==> src/rtl/irq_view_pkg.sv <==
package irq_view_pkg;
  localparam int NSRC = 3;  // 0 software, 1 timer, 2 external

  localparam logic [11:0] A_MDELEG = 12'h303;
  localparam logic [11:0] A_MEN    = 12'h304;
  localparam logic [11:0] A_MPEND  = 12'h344;
  localparam logic [11:0] A_SEN    = 12'h104;
  localparam logic [11:0] A_SPEND  = 12'h144;

  typedef struct packed {
    logic mdeleg;
    logic men;
    logic mpend;
    logic sen;
    logic spend;
  } csr_sel_t;

  // supervisor-level bit of source s, machine-level bit of source s
  function automatic int sup_pos(int s);
    return 1 + 4 * s;
  endfunction

  function automatic int mach_pos(int s);
    return 3 + 4 * s;
  endfunction
endpackage

==> src/rtl/irq_csr_decode.sv <==
module irq_csr_decode
  import irq_view_pkg::*;
#(
  parameter int ADDR_W = 12
) (
  input  logic              wen,
  input  logic [ADDR_W-1:0] addr,
  output csr_sel_t          sel,
  output csr_sel_t          wr
);
  always_comb begin
    sel.mdeleg = (addr == ADDR_W'(A_MDELEG));
    sel.men    = (addr == ADDR_W'(A_MEN));
    sel.mpend  = (addr == ADDR_W'(A_MPEND));
    sel.sen    = (addr == ADDR_W'(A_SEN));
    sel.spend  = (addr == ADDR_W'(A_SPEND));
    wr         = wen ? sel : '0;
  end
endmodule

==> src/rtl/irq_deleg_reg.sv <==
module irq_deleg_reg
  import irq_view_pkg::*;
(
  input  logic            clk,
  input  logic            rst_n,
  input  logic            wr,
  input  logic [NSRC-1:0] wbits,
  output logic [NSRC-1:0] deleg_q
);
  always_ff @(posedge clk or negedge rst_n) begin
    if (!rst_n)  deleg_q <= '0;
    else if (wr) deleg_q <= wbits;
  end
endmodule

==> src/rtl/irq_enable_reg.sv <==
module irq_enable_reg
  import irq_view_pkg::*;
(
  input  logic            clk,
  input  logic            rst_n,
  input  logic            wr_m,
  input  logic            wr_s,
  input  logic [NSRC-1:0] deleg,
  input  logic [NSRC-1:0] wsup,
  input  logic [NSRC-1:0] wmach,
  output logic [NSRC-1:0] sup_en_q,
  output logic [NSRC-1:0] mach_en_q
);
  for (genvar s = 0; s < NSRC; s++) begin : g_src
    // supervisor bit: machine write always, alias write only when delegated
    always_ff @(posedge clk or negedge rst_n) begin
      if (!rst_n)                     sup_en_q[s] <= 1'b0;
      else if (wr_m)                  sup_en_q[s] <= wsup[s];
      else if (wr_s && deleg[s])      sup_en_q[s] <= wsup[s];
    end
    always_ff @(posedge clk or negedge rst_n) begin
      if (!rst_n)     mach_en_q[s] <= 1'b0;
      else if (wr_m)  mach_en_q[s] <= wmach[s];
    end
  end
endmodule

==> src/rtl/irq_soft_pend.sv <==
module irq_soft_pend (
  input  logic clk,
  input  logic rst_n,
  input  logic wr_m,
  input  logic wr_s,
  input  logic deleg_soft,
  input  logic wbit,
  input  logic set_in,
  output logic pend_q
);
  logic nxt;
  always_comb begin
    nxt = pend_q;
    if (wr_m || (wr_s && deleg_soft)) nxt = wbit;
    if (set_in)                       nxt = 1'b1;  // controller set dominates
  end
  always_ff @(posedge clk or negedge rst_n) begin
    if (!rst_n) pend_q <= 1'b0;
    else        pend_q <= nxt;
  end
endmodule

==> src/rtl/irq_view_regs.sv <==
module irq_view_regs
  import irq_view_pkg::*;
#(
  parameter int XLEN   = 64,
  parameter int ADDR_W = 12
) (
  input  logic              clk,
  input  logic              rst_n,
  input  logic              csr_wen,
  input  logic [ADDR_W-1:0] csr_addr,
  input  logic [XLEN-1:0]   csr_wdata,
  output logic [XLEN-1:0]   csr_rdata,
  input  logic              irq_m_soft,
  input  logic              irq_m_timer,
  input  logic              irq_m_ext,
  input  logic              irq_s_timer,
  input  logic              irq_s_ext,
  input  logic              irq_s_soft_set
);
  csr_sel_t        sel, wr;
  logic [NSRC-1:0] wsup, wmach;
  logic [NSRC-1:0] deleg_q, sup_en_q, mach_en_q;
  logic            ssip_q;
  logic [NSRC-1:0] sup_pend, mach_pend;
  logic [XLEN-1:0] deleg_vec, en_vec, pend_vec;

  irq_csr_decode #(.ADDR_W(ADDR_W)) u_dec (
    .wen(csr_wen), .addr(csr_addr), .sel(sel), .wr(wr)
  );

  for (genvar s = 0; s < NSRC; s++) begin : g_gather
    assign wsup[s]  = csr_wdata[sup_pos(s)];
    assign wmach[s] = csr_wdata[mach_pos(s)];
  end

  irq_deleg_reg u_deleg (
    .clk(clk), .rst_n(rst_n), .wr(wr.mdeleg), .wbits(wsup), .deleg_q(deleg_q)
  );

  irq_enable_reg u_en (
    .clk(clk), .rst_n(rst_n), .wr_m(wr.men), .wr_s(wr.sen),
    .deleg(deleg_q), .wsup(wsup), .wmach(wmach),
    .sup_en_q(sup_en_q), .mach_en_q(mach_en_q)
  );

  irq_soft_pend u_ssip (
    .clk(clk), .rst_n(rst_n), .wr_m(wr.mpend), .wr_s(wr.spend),
    .deleg_soft(deleg_q[0]), .wbit(csr_wdata[sup_pos(0)]),
    .set_in(irq_s_soft_set), .pend_q(ssip_q)
  );

  assign sup_pend  = {irq_s_ext, irq_s_timer, ssip_q};
  assign mach_pend = {irq_m_ext, irq_m_timer, irq_m_soft};

  always_comb begin
    deleg_vec = '0;
    en_vec    = '0;
    pend_vec  = '0;
    for (int s = 0; s < NSRC; s++) begin
      deleg_vec[sup_pos(s)]  = deleg_q[s];
      en_vec[sup_pos(s)]     = sup_en_q[s];
      en_vec[mach_pos(s)]    = mach_en_q[s];
      pend_vec[sup_pos(s)]   = sup_pend[s];
      pend_vec[mach_pos(s)]  = mach_pend[s];
    end
  end

  always_comb begin
    csr_rdata = '0;
    if (sel.mdeleg) csr_rdata = deleg_vec;
    if (sel.men)    csr_rdata = en_vec;
    if (sel.mpend)  csr_rdata = pend_vec;
    if (sel.sen)    csr_rdata = en_vec & deleg_vec;
    if (sel.spend)  csr_rdata = pend_vec & deleg_vec;
  end
endmodule

==> config.mk <==
export PLATFORM = sky130hd
export DESIGN_NAME = irq_view_regs
export DESIGN_NICKNAME = d
export VERILOG_FILES = /design/src/rtl/irq_view_pkg.sv /design/src/rtl/irq_csr_decode.sv /design/src/rtl/irq_deleg_reg.sv /design/src/rtl/irq_enable_reg.sv /design/src/rtl/irq_soft_pend.sv /design/src/rtl/irq_view_regs.sv
export SDC_FILE = /design/constraint.sdc
export NUM_CORES = 1
export LEC_CHECK = 0
export ABC_AREA = 1
export BUFFER_PORTS_ARGS = -buffer_cell sky130_fd_sc_hd__buf_2
export CAP_MARGIN = 20
export CORE_MARGIN = 10
export CORE_UTILIZATION = 35
export CTS_BUF_LIST = sky130_fd_sc_hd__clkbuf_8
export DETAILED_ROUTE_END_ITERATION = 6
export HOLD_SLACK_MARGIN = 0.12
export PLACE_DENSITY = 0.82
export REMOVE_ABC_BUFFERS = 1
export SYNTH_ARGS = -nofsm -noshare
export SYNTH_HDL_FRONTEND = slang
export SYNTH_SLANG_ARGS = --single-unit
==> constraint.sdc <==
create_clock -name clk -period 1.14 [get_ports clk]
set_input_delay 0.114 -clock clk [delete_from_list [all_inputs] [get_ports clk]]
set_output_delay 0.114 -clock clk [all_outputs]
set_load 0.01 [all_outputs]
; ---- Yosys cells after proc, flatten, opt, wreduce, memory -nomap -nowiden
; Index checks and enable logic that the tools add are counted.
[totals]
register_bits = 10
input_bits = 85
out_inout_bits = 64
elab_cells = 38
[op_classes]
eq_ne = 5
muxes = 14
bitwise = 2
reduce_logical = 9
[ops]
columns = operator, n
row1 = $mux W64, 4
row2 = $eq A12 B10 Y1 const B, 3
row3 = $and A12 B10 Y12, 2
row4 = $eq A12 B9 Y1 const B, 2
row5 = $mux W10, 1
row6 = $mux W1, 8
row7 = $reduce_bool A2 Y1, 4
row8 = $mux W5, 1
row9 = $logic_and A1 B1 Y1, 4
row10 = $logic_or A1 B1 Y1, 1

; ---- Depth between registers and ports, before layout
; Gate-level depths: netlist of the first run.
[depth]
depth_word = 6
mapped_depth = 9
ltp_nobuf = 9

; ---- Hierarchy
; Synthesis of the first run repeated with hierarchy kept, for this count alone.
[hier_totals]
hier_cells = 201
hier_area_um2 = 1262.5
[by_module_without_submodules]
columns = module, n_inst, cells_per_inst, area_per_inst_um2, seq_area_each_um2
row1 = irq_view_regs, 1, 106, 663.1, 0.0
row2 = irq_enable_reg, 1, 31, 247.7, 150.1
row3 = irq_csr_decode, 1, 43, 185.2, 0.0
row4 = irq_deleg_reg, 1, 13, 112.6, 75.1
row5 = irq_soft_pend, 1, 8, 53.8, 25.0

; ---- Worst setup path after synthesis of the first run
; No wires, ideal clock.
[synth_path]
kind = input -> output
from = input csr_addr[10]
to = output csr_rdata[11]
t_arrival_ns = 0.957
setup_slack_ns = 0.069
path_stages = 7
path_buffers = 0
cell_sequence = inv_1 -> nand2_2 -> nor2_4 -> inv_2 -> nor2_4 -> inv_1 -> o31ai_1
[synth_between]
elab_chain_len = 5
word_cells_on_any_way = 8
[synth_rtl]
columns = item, line
row1 = "start, declared", irq_view_regs.sv:10  ; input logic [ADDR_W-1:0] csr_addr,
row2 = $eq A12 B10 Y1, irq_csr_decode.sv:13  ; sel.men = (addr == ADDR_W'(A_MEN));
row3 = $mux W64, irq_view_regs.sv:71  ; if (sel.men) csr_rdata = en_vec;
row4 = $mux W64, irq_view_regs.sv:72  ; if (sel.mpend) csr_rdata = pend_vec;
row5 = $mux W64, irq_view_regs.sv:73  ; if (sel.sen) csr_rdata = en_vec & deleg_vec;
row6 = $mux W64 *, irq_view_regs.sv:74  ; if (sel.spend) csr_rdata = pend_vec & deleg_vec;
row7 = "end, declared", irq_view_regs.sv:12  ; output logic [XLEN-1:0] csr_rdata,
; Every way passes the cells marked *; elsewhere a longest branch is shown, timed or not.

; ---- Worst setup path in the final report of the first run
[layout_path]
from = register u_deleg.deleg_q[1]
to = output csr_rdata[5]
[layout_between]
elab_chain_len = 5
word_cells_on_any_way = 7
[layout_rtl]
columns = item, line
row1 = "start, declared", irq_deleg_reg.sv:8  ; output logic [NSRC-1:0] deleg_q
row2 = "start signal, assigned", irq_deleg_reg.sv:12  ; else if (wr) deleg_q <= wbits;
row3 = $mux W10, irq_view_regs.sv:70  ; if (sel.mdeleg) csr_rdata = deleg_vec;
row4 = $mux W64, irq_view_regs.sv:71
row5 = $mux W64, irq_view_regs.sv:72
row6 = $mux W64, irq_view_regs.sv:73
row7 = $mux W64 *, irq_view_regs.sv:74
; Marks and branches as above.

==> results.cfg, run 1 <==
[outcome]
status = finished, violations left
violations = negative setup slack

[power]
ir_worst_vdd_uv = 407
p_clk_share_pct = 41.0
powerDensity_nw_per_um2 = 621
swShare_pct = 29.8
pwr-share-comb_pct = 24.6
leakage_nw = 1.00
internal-power_mw = 0.746
switchingPower_mw = 0.317
p_seq_share_pct = 34.4

[floorplan]
rows = 22
fp.dieH_um = 82.1
pin_count = 149
die_x_um = 82.1
initial_utilization_pct = 36.5
die_area_um2 = 6730
coreArea_um2 = 3690

[grt]
grt_max_degree = 11
overflow = 0
globalRouteTotalUtil_pct = 9.51
first_global_vias = 1171
grt_pass1_wl_um = 5170
antenna_found_initial = 0

[cells_and_area]
final_cell_mix = conb_1 (58), buf_2 (27), nand2_1 (26)
n_antenna_cell = 0
utilization_pct = 46.4
fill_cells = 371
area_growth_syn_to_layout_pct = 27.1
post_route_cells_drive_above_1_share_pct = 42.2
final_common_cell = conb_1
num-nets-final = 342

[drt]
vias = 1252
initialDrtViolationCount = 127
topRoutingLayerUsed = met4
wire_per_inst_um = 11.9
met3WireLength_um = 390
routed_wl_um = 3620
wl_met2_um = 1990
dr.pass1.iters = 4
drc = 0
postRouteAntennaNets = 0
vias_per_cell = 4.12
met1_length_um = 1180

[timing]
period_share_pct = 121
layout_setup_ws_ns = -0.241
rsz0062_at_grt = true
whs_ns = 0.128
period_needed_ns = 1.38
hold_violations = 0
finalMaxSlewViolations = 0
setup_viol = 6
fmaxAchievable_mhz = 724
fin_skew_ns = 0.000951

[synth]
syn_area_um2 = 1350
ys_warn_count = 0
synth_cell_types = 23
synth-seq-cells = 10
syn_avg_cell_area_um2 = 6.81
yosysSeqAreaShare_pct = 18.6
synthCells = 198

[worst_setup_path]
cp_num_buf_inv = 2
path_cells = inv_2 > nor2_2 > nand2_1 > nand3_2 > nand2_2 > a21oi_2 > buf_2
end_kind = primary output
cpLargestDelayFamily = flip-flops
worstPathRequired_ns = 1.03
path_class = flop to primary output
cp_slowest_cell = dfrtp_1
critPathMaxStageDelay_ns = 0.39
path_max_fanout = 3
cp.arrival_ns = 1.27
start_kind = flop

[clocking]
cts_buffers = 3
htreeDepth = 1
clk_path_buf_depth = 2
cts.clk_slew.worst_paths_ns = 0.05
numClockSinks = 10
cts_tree = done
clock_latency_ns = 0.23
cts-root-buf = clkbuf_8

[flow_run]
drv_cap = 0

[place]
gp_congestion = 0.828
place.detailed.hpwl_um = 2870
io_buffers = 32

[worst_hold_path]
min_path_type = input port to flop
-- per-layer routing --
| layer | track usage, % | up-vias |
|---|---|---|
| met5 | 0 | - |
| met4 | 5.44 | 0 |
| met3 | 2.40 | 6 |
| met2 | 17.7 | 67 |
| met1 | 9.32 | 568 |
| li1 | - | 611 |
-- layout make-up --
type	count	area, µm²	area share (%)
inverters	27	109	6.35
repair buffers	57	394	23.0
multi-input cells	158	845	49.3
flip-flops and latches	10	250	14.6
well taps	48	60.1	3.51
clock buffers	4	55.1	3.21
-- synthesized netlist by cell type, drive strengths merged --
cell / number / area, µm²
o31ai: 3 / 22.5
o21ai: 7 / 50.0
nor2: 25 / 136
nand4: 1 / 6.26
nand2: 41 / 194
nand3: 13 / 65.1
o2111ai: 1 / 8.76
conb: 1 / 3.75
buf: 60 / 452
and2: 1 / 6.26
inv: 27 / 101
a21oi: 8 / 51.3
dfrtp: 10 / 250
-- cell families (layout without fill, tap and decap cells) --
logic type	count (synthesis)	in the layout	synth area share (%)
and+or+nand+nor	81	81	30.3
DFF	10	10	18.6
AOI/OAI and AO/OA	19	19	9.84
other	1	58	0.278
buffers and inverters	87	88	41.0
-- final timing paths --
check / slack [ns] / depth (start not counted) / start / end
worst min register to register: 0.52 / 2 / u_en.mach_en_q[2] / u_en.mach_en_q[2]
worst max register to register: 0.09 / 6 / u_deleg.deleg_q[1] / u_en.sup_en_q[1]
worst min-delay path: 0.13 / 3 / csr_wdata[3] / u_en.mach_en_q[0]
worst max-delay path: -0.24 / 7 / u_deleg.deleg_q[1] / csr_rdata[5]
max in group asynchronous: 0.68 / 2 / rst_n / u_en.mach_en_q[1]
min in group asynchronous: 0.27 / 2 / rst_n / u_en.sup_en_q[1]
-- flip-flops by register name, summed over array words and instances, names as in the netlist --
register,count
u_ssip.pend_q,1
u_en.mach_en_q,3
u_en.sup_en_q,3
u_deleg.deleg_q,3
-- stage by stage --
step / area [µm²] / total power [mW] / setup TNS, ns / worst slack [ns] / cells
after CTS: 1620 / 1.06 / -0.923 / -0.209 / 301
after global placement: 1410 / 0.574 / -1.19 / -0.161 / 285
final: 1710 / 1.06 / -0.891 / -0.241 / 304
after floorplan: 1110 / 0.500 / 0 / 0.0691 / 195
after global routing: 1710 / 1.13 / -1.43 / -0.305 / 304
after detailed placement: 1410 / 0.577 / -1.69 / -0.189 / 285
-- tightest hold or removal path: stages --
cell and delay [ns]:
buf_2 0.07, nor2_1 0.03, a21oi_1 0.10
-- power by group through the flow --
stage	Combinational, mW	Clock (mW)	Sequential [mW]
final	0.262	0.436	0.366
after global routing	0.289	0.470	0.366
after CTS	0.234	0.457	0.365
after detailed placement	0.207	0	0.371
after global placement	0.203	0	0.371
after floorplan	0.130	0	0.370
-- repair_timing --
item                                    CTS  global route
pin swaps                                 8            18
hold endpoints to repair                 12             0
hold buffers                              3             0
buffers inserted                          9             5
endpoints found under the setup margin    6            11
gates resized for setup                  17            22
(Power assumes the default switching activity.)
==> run 2, diff against run 1 <==
- CORE_UTILIZATION: 35 -> 38
- PLACE_DENSITY: 0.82 -> 0.88
- clock period: 1.14 -> 1.7 ns (I/O delays scaled with it)
==> run 2 against run 1 <==
Against the previous run:
- the flow now finishes without violations
- critical path depth up 3
- largest power group unchanged
- die area fell by 6.0%
- routed wire length fell by 15%
- global-route usage fell by 0.29 points
- hold slack improved by 0.049 ns
- final area down 18%
- clock power decreased by 33%
==> results.cfg, run 2 (synthesis results as in run 1) <==
[cells_and_area]
reg_top3 = u_deleg.deleg_q x3, u_en.mach_en_q x3, u_en.sup_en_q x3
fill_cells = 377
num-nets-final = 319
n_antenna_cell = 0
final_common_cell = conb_1
utilization_pct = 41.3
area_growth_syn_to_layout_pct = 3.90
post_route_cells_drive_above_1_share_pct = 27.5
final_cell_mix = conb_1 (58), buf_2 (32), nand2_1 (31)

[place]
place.detailed.hpwl_um = 2780
gp_congestion = 0.786
io_buffers = 32

[power]
pwr-share-comb_pct = 20.9
swShare_pct = 29.3
powerDensity_nw_per_um2 = 485
p_clk_share_pct = 43.1
switchingPower_mw = 0.199
leakage_nw = 0.840
p_seq_share_pct = 36.0
ir_worst_vdd_uv = 216
internal-power_mw = 0.480

[clocking]
numClockSinks = 10
cts_tree = done
htreeDepth = 1
cts-resized-gates = 0
cts.clk_slew.worst_paths_ns = 0.05
cts_buffers = 3
clk_path_buf_depth = 2
clock_latency_ns = 0.23
cts-root-buf = clkbuf_8

[timing]
period_needed_ns = 1.50
setup_viol = 0
hold_violations = 0
fin_skew_ns = 0.00372
fmaxAchievable_mhz = 668
period_share_pct = 88.0
finalMaxSlewViolations = 0
fin_tns_setup_ns = 0
rsz0062_at_grt = false

[worst_hold_path]
min_path_type = input port to flop

[drt]
wire_per_inst_um = 11.0
routed_wl_um = 3070
drc = 0
vias_per_cell = 3.84
initialDrtViolationCount = 39
vias = 1071
postRouteAntennaNets = 0
dr.pass1.iters = 4

[floorplan]
initial_utilization_pct = 39.8
fp.dieH_um = 79.6
die_x_um = 79.6
coreArea_um2 = 3390
die_area_um2 = 6330
rows = 21
pin_count = 149

[worst_setup_path]
path_max_fanout = 4
worstPathRequired_ns = 1.53
path_cells = buf_2 > inv_1 > nand2_1 > nor2_4 > and2_1 > nand2_4 > o21ai_2 > inv_1 > a21oi_2 > buf_2
start_kind = input port
cp_slowest_cell = and2_1
cp_num_buf_inv = 4
cp.arrival_ns = 1.33
path_class = input port to primary output
critPathMaxStageDelay_ns = 0.27
end_kind = primary output
cpLargestDelayFamily = simple AND/OR/NAND/NOR gates

[grt]
antenna_found_initial = 0
grt_max_degree = 11
first_global_vias = 1157
grt_pass1_wl_um = 4930
globalRouteTotalUtil_pct = 9.22
overflow = 0

[outcome]
status = finished, final reports clean

[flow_run]
drv_cap = 0
## run 2: cell count changes in the layout (fill, tap and decap cells not counted), moves of 3 or more
cell / delta
buf_4: -19
buf_6: -7
inv_1: +7
buf_2: +5
nand2_1: +5
nor2_1: +5
inv_2: -4
inv_4: -3
nand2_2: -3
nor2_2: -3
o31ai_1: +3
o31ai_2: -3
## run 2: power by group through the flow
stage	Clock, mW	Sequential, mW	Combinational, mW
after floorplan	0	0.248	0.0873
after global placement	0	0.248	0.131
after detailed placement	0	0.248	0.134
after CTS	0.299	0.244	0.136
after global routing	0.317	0.245	0.160
final	0.292	0.244	0.141
## run 2: layout make-up
| cell class | count | area, µm² | share of cell area [%] |
|---|---|---|---|
| flip-flops and latches | 10 | 250 | 17.9 |
| well taps | 46 | 57.6 | 4.11 |
| multi-input cells | 158 | 758 | 54.2 |
| repair buffers | 34 | 178 | 12.7 |
| inverters | 27 | 101 | 7.24 |
| clock buffers | 4 | 55.1 | 3.93 |
## run 2: what timing repair did
action	4_1_cts	5_1_grt
endpoints found under the hold margin	10	0
hold buffers	1	0
endpoints found under the setup margin	0	0
buffers inserted	0	0
## run 2: worst min-delay path: stages
cell and delay [ns]:
buf_2 0.09, nand2_1 0.05, o21ai_1 0.06
## run 2: worst paths after layout
| check | start | to | slack, ns | cells after the start |
|---|---|---|---|---|
| max | csr_addr[1] | csr_rdata[5] | 0.20 | 10 |
| min | csr_wdata[9] | u_en.sup_en_q[2] | 0.18 | 3 |
| max reg2reg | u_deleg.deleg_q[0] | u_ssip.pend_q | 0.74 | 4 |
| min reg2reg | u_en.mach_en_q[2] | u_en.mach_en_q[2] | 0.51 | 2 |
| max in group asynchronous | rst_n | u_deleg.deleg_q[1] | 1.18 | 2 |
| min in group asynchronous | rst_n | u_deleg.deleg_q[0] | 0.32 | 2 |
## run 2: per-layer routing
metal	vias up	global-route usage (%)	share of wire [%]
met2	52	17.6	52
li1	562	-	-
met3	6	3.60	11
met5	-	0	0
met4	0	4.30	1.3
met1	451	8.29	35
## run 2: metrics by stage
stage / setup WS, ns / instance area (µm²) / power, mW / hold WS, ns / instances
finish: 0.203 / 1400 / 0.678 / 0.178 / 279
global route: 0.0293 / 1400 / 0.722 / 0.175 / 279
CTS: 0.196 / 1400 / 0.679 / 0.175 / 279
detailed placement: 0.204 / 1340 / 0.382 / 0.0472 / 274
global placement: 0.269 / 1340 / 0.379 / 0.0364 / 274
floorplan: 0.517 / 1110 / 0.335 / -0.126 / 195
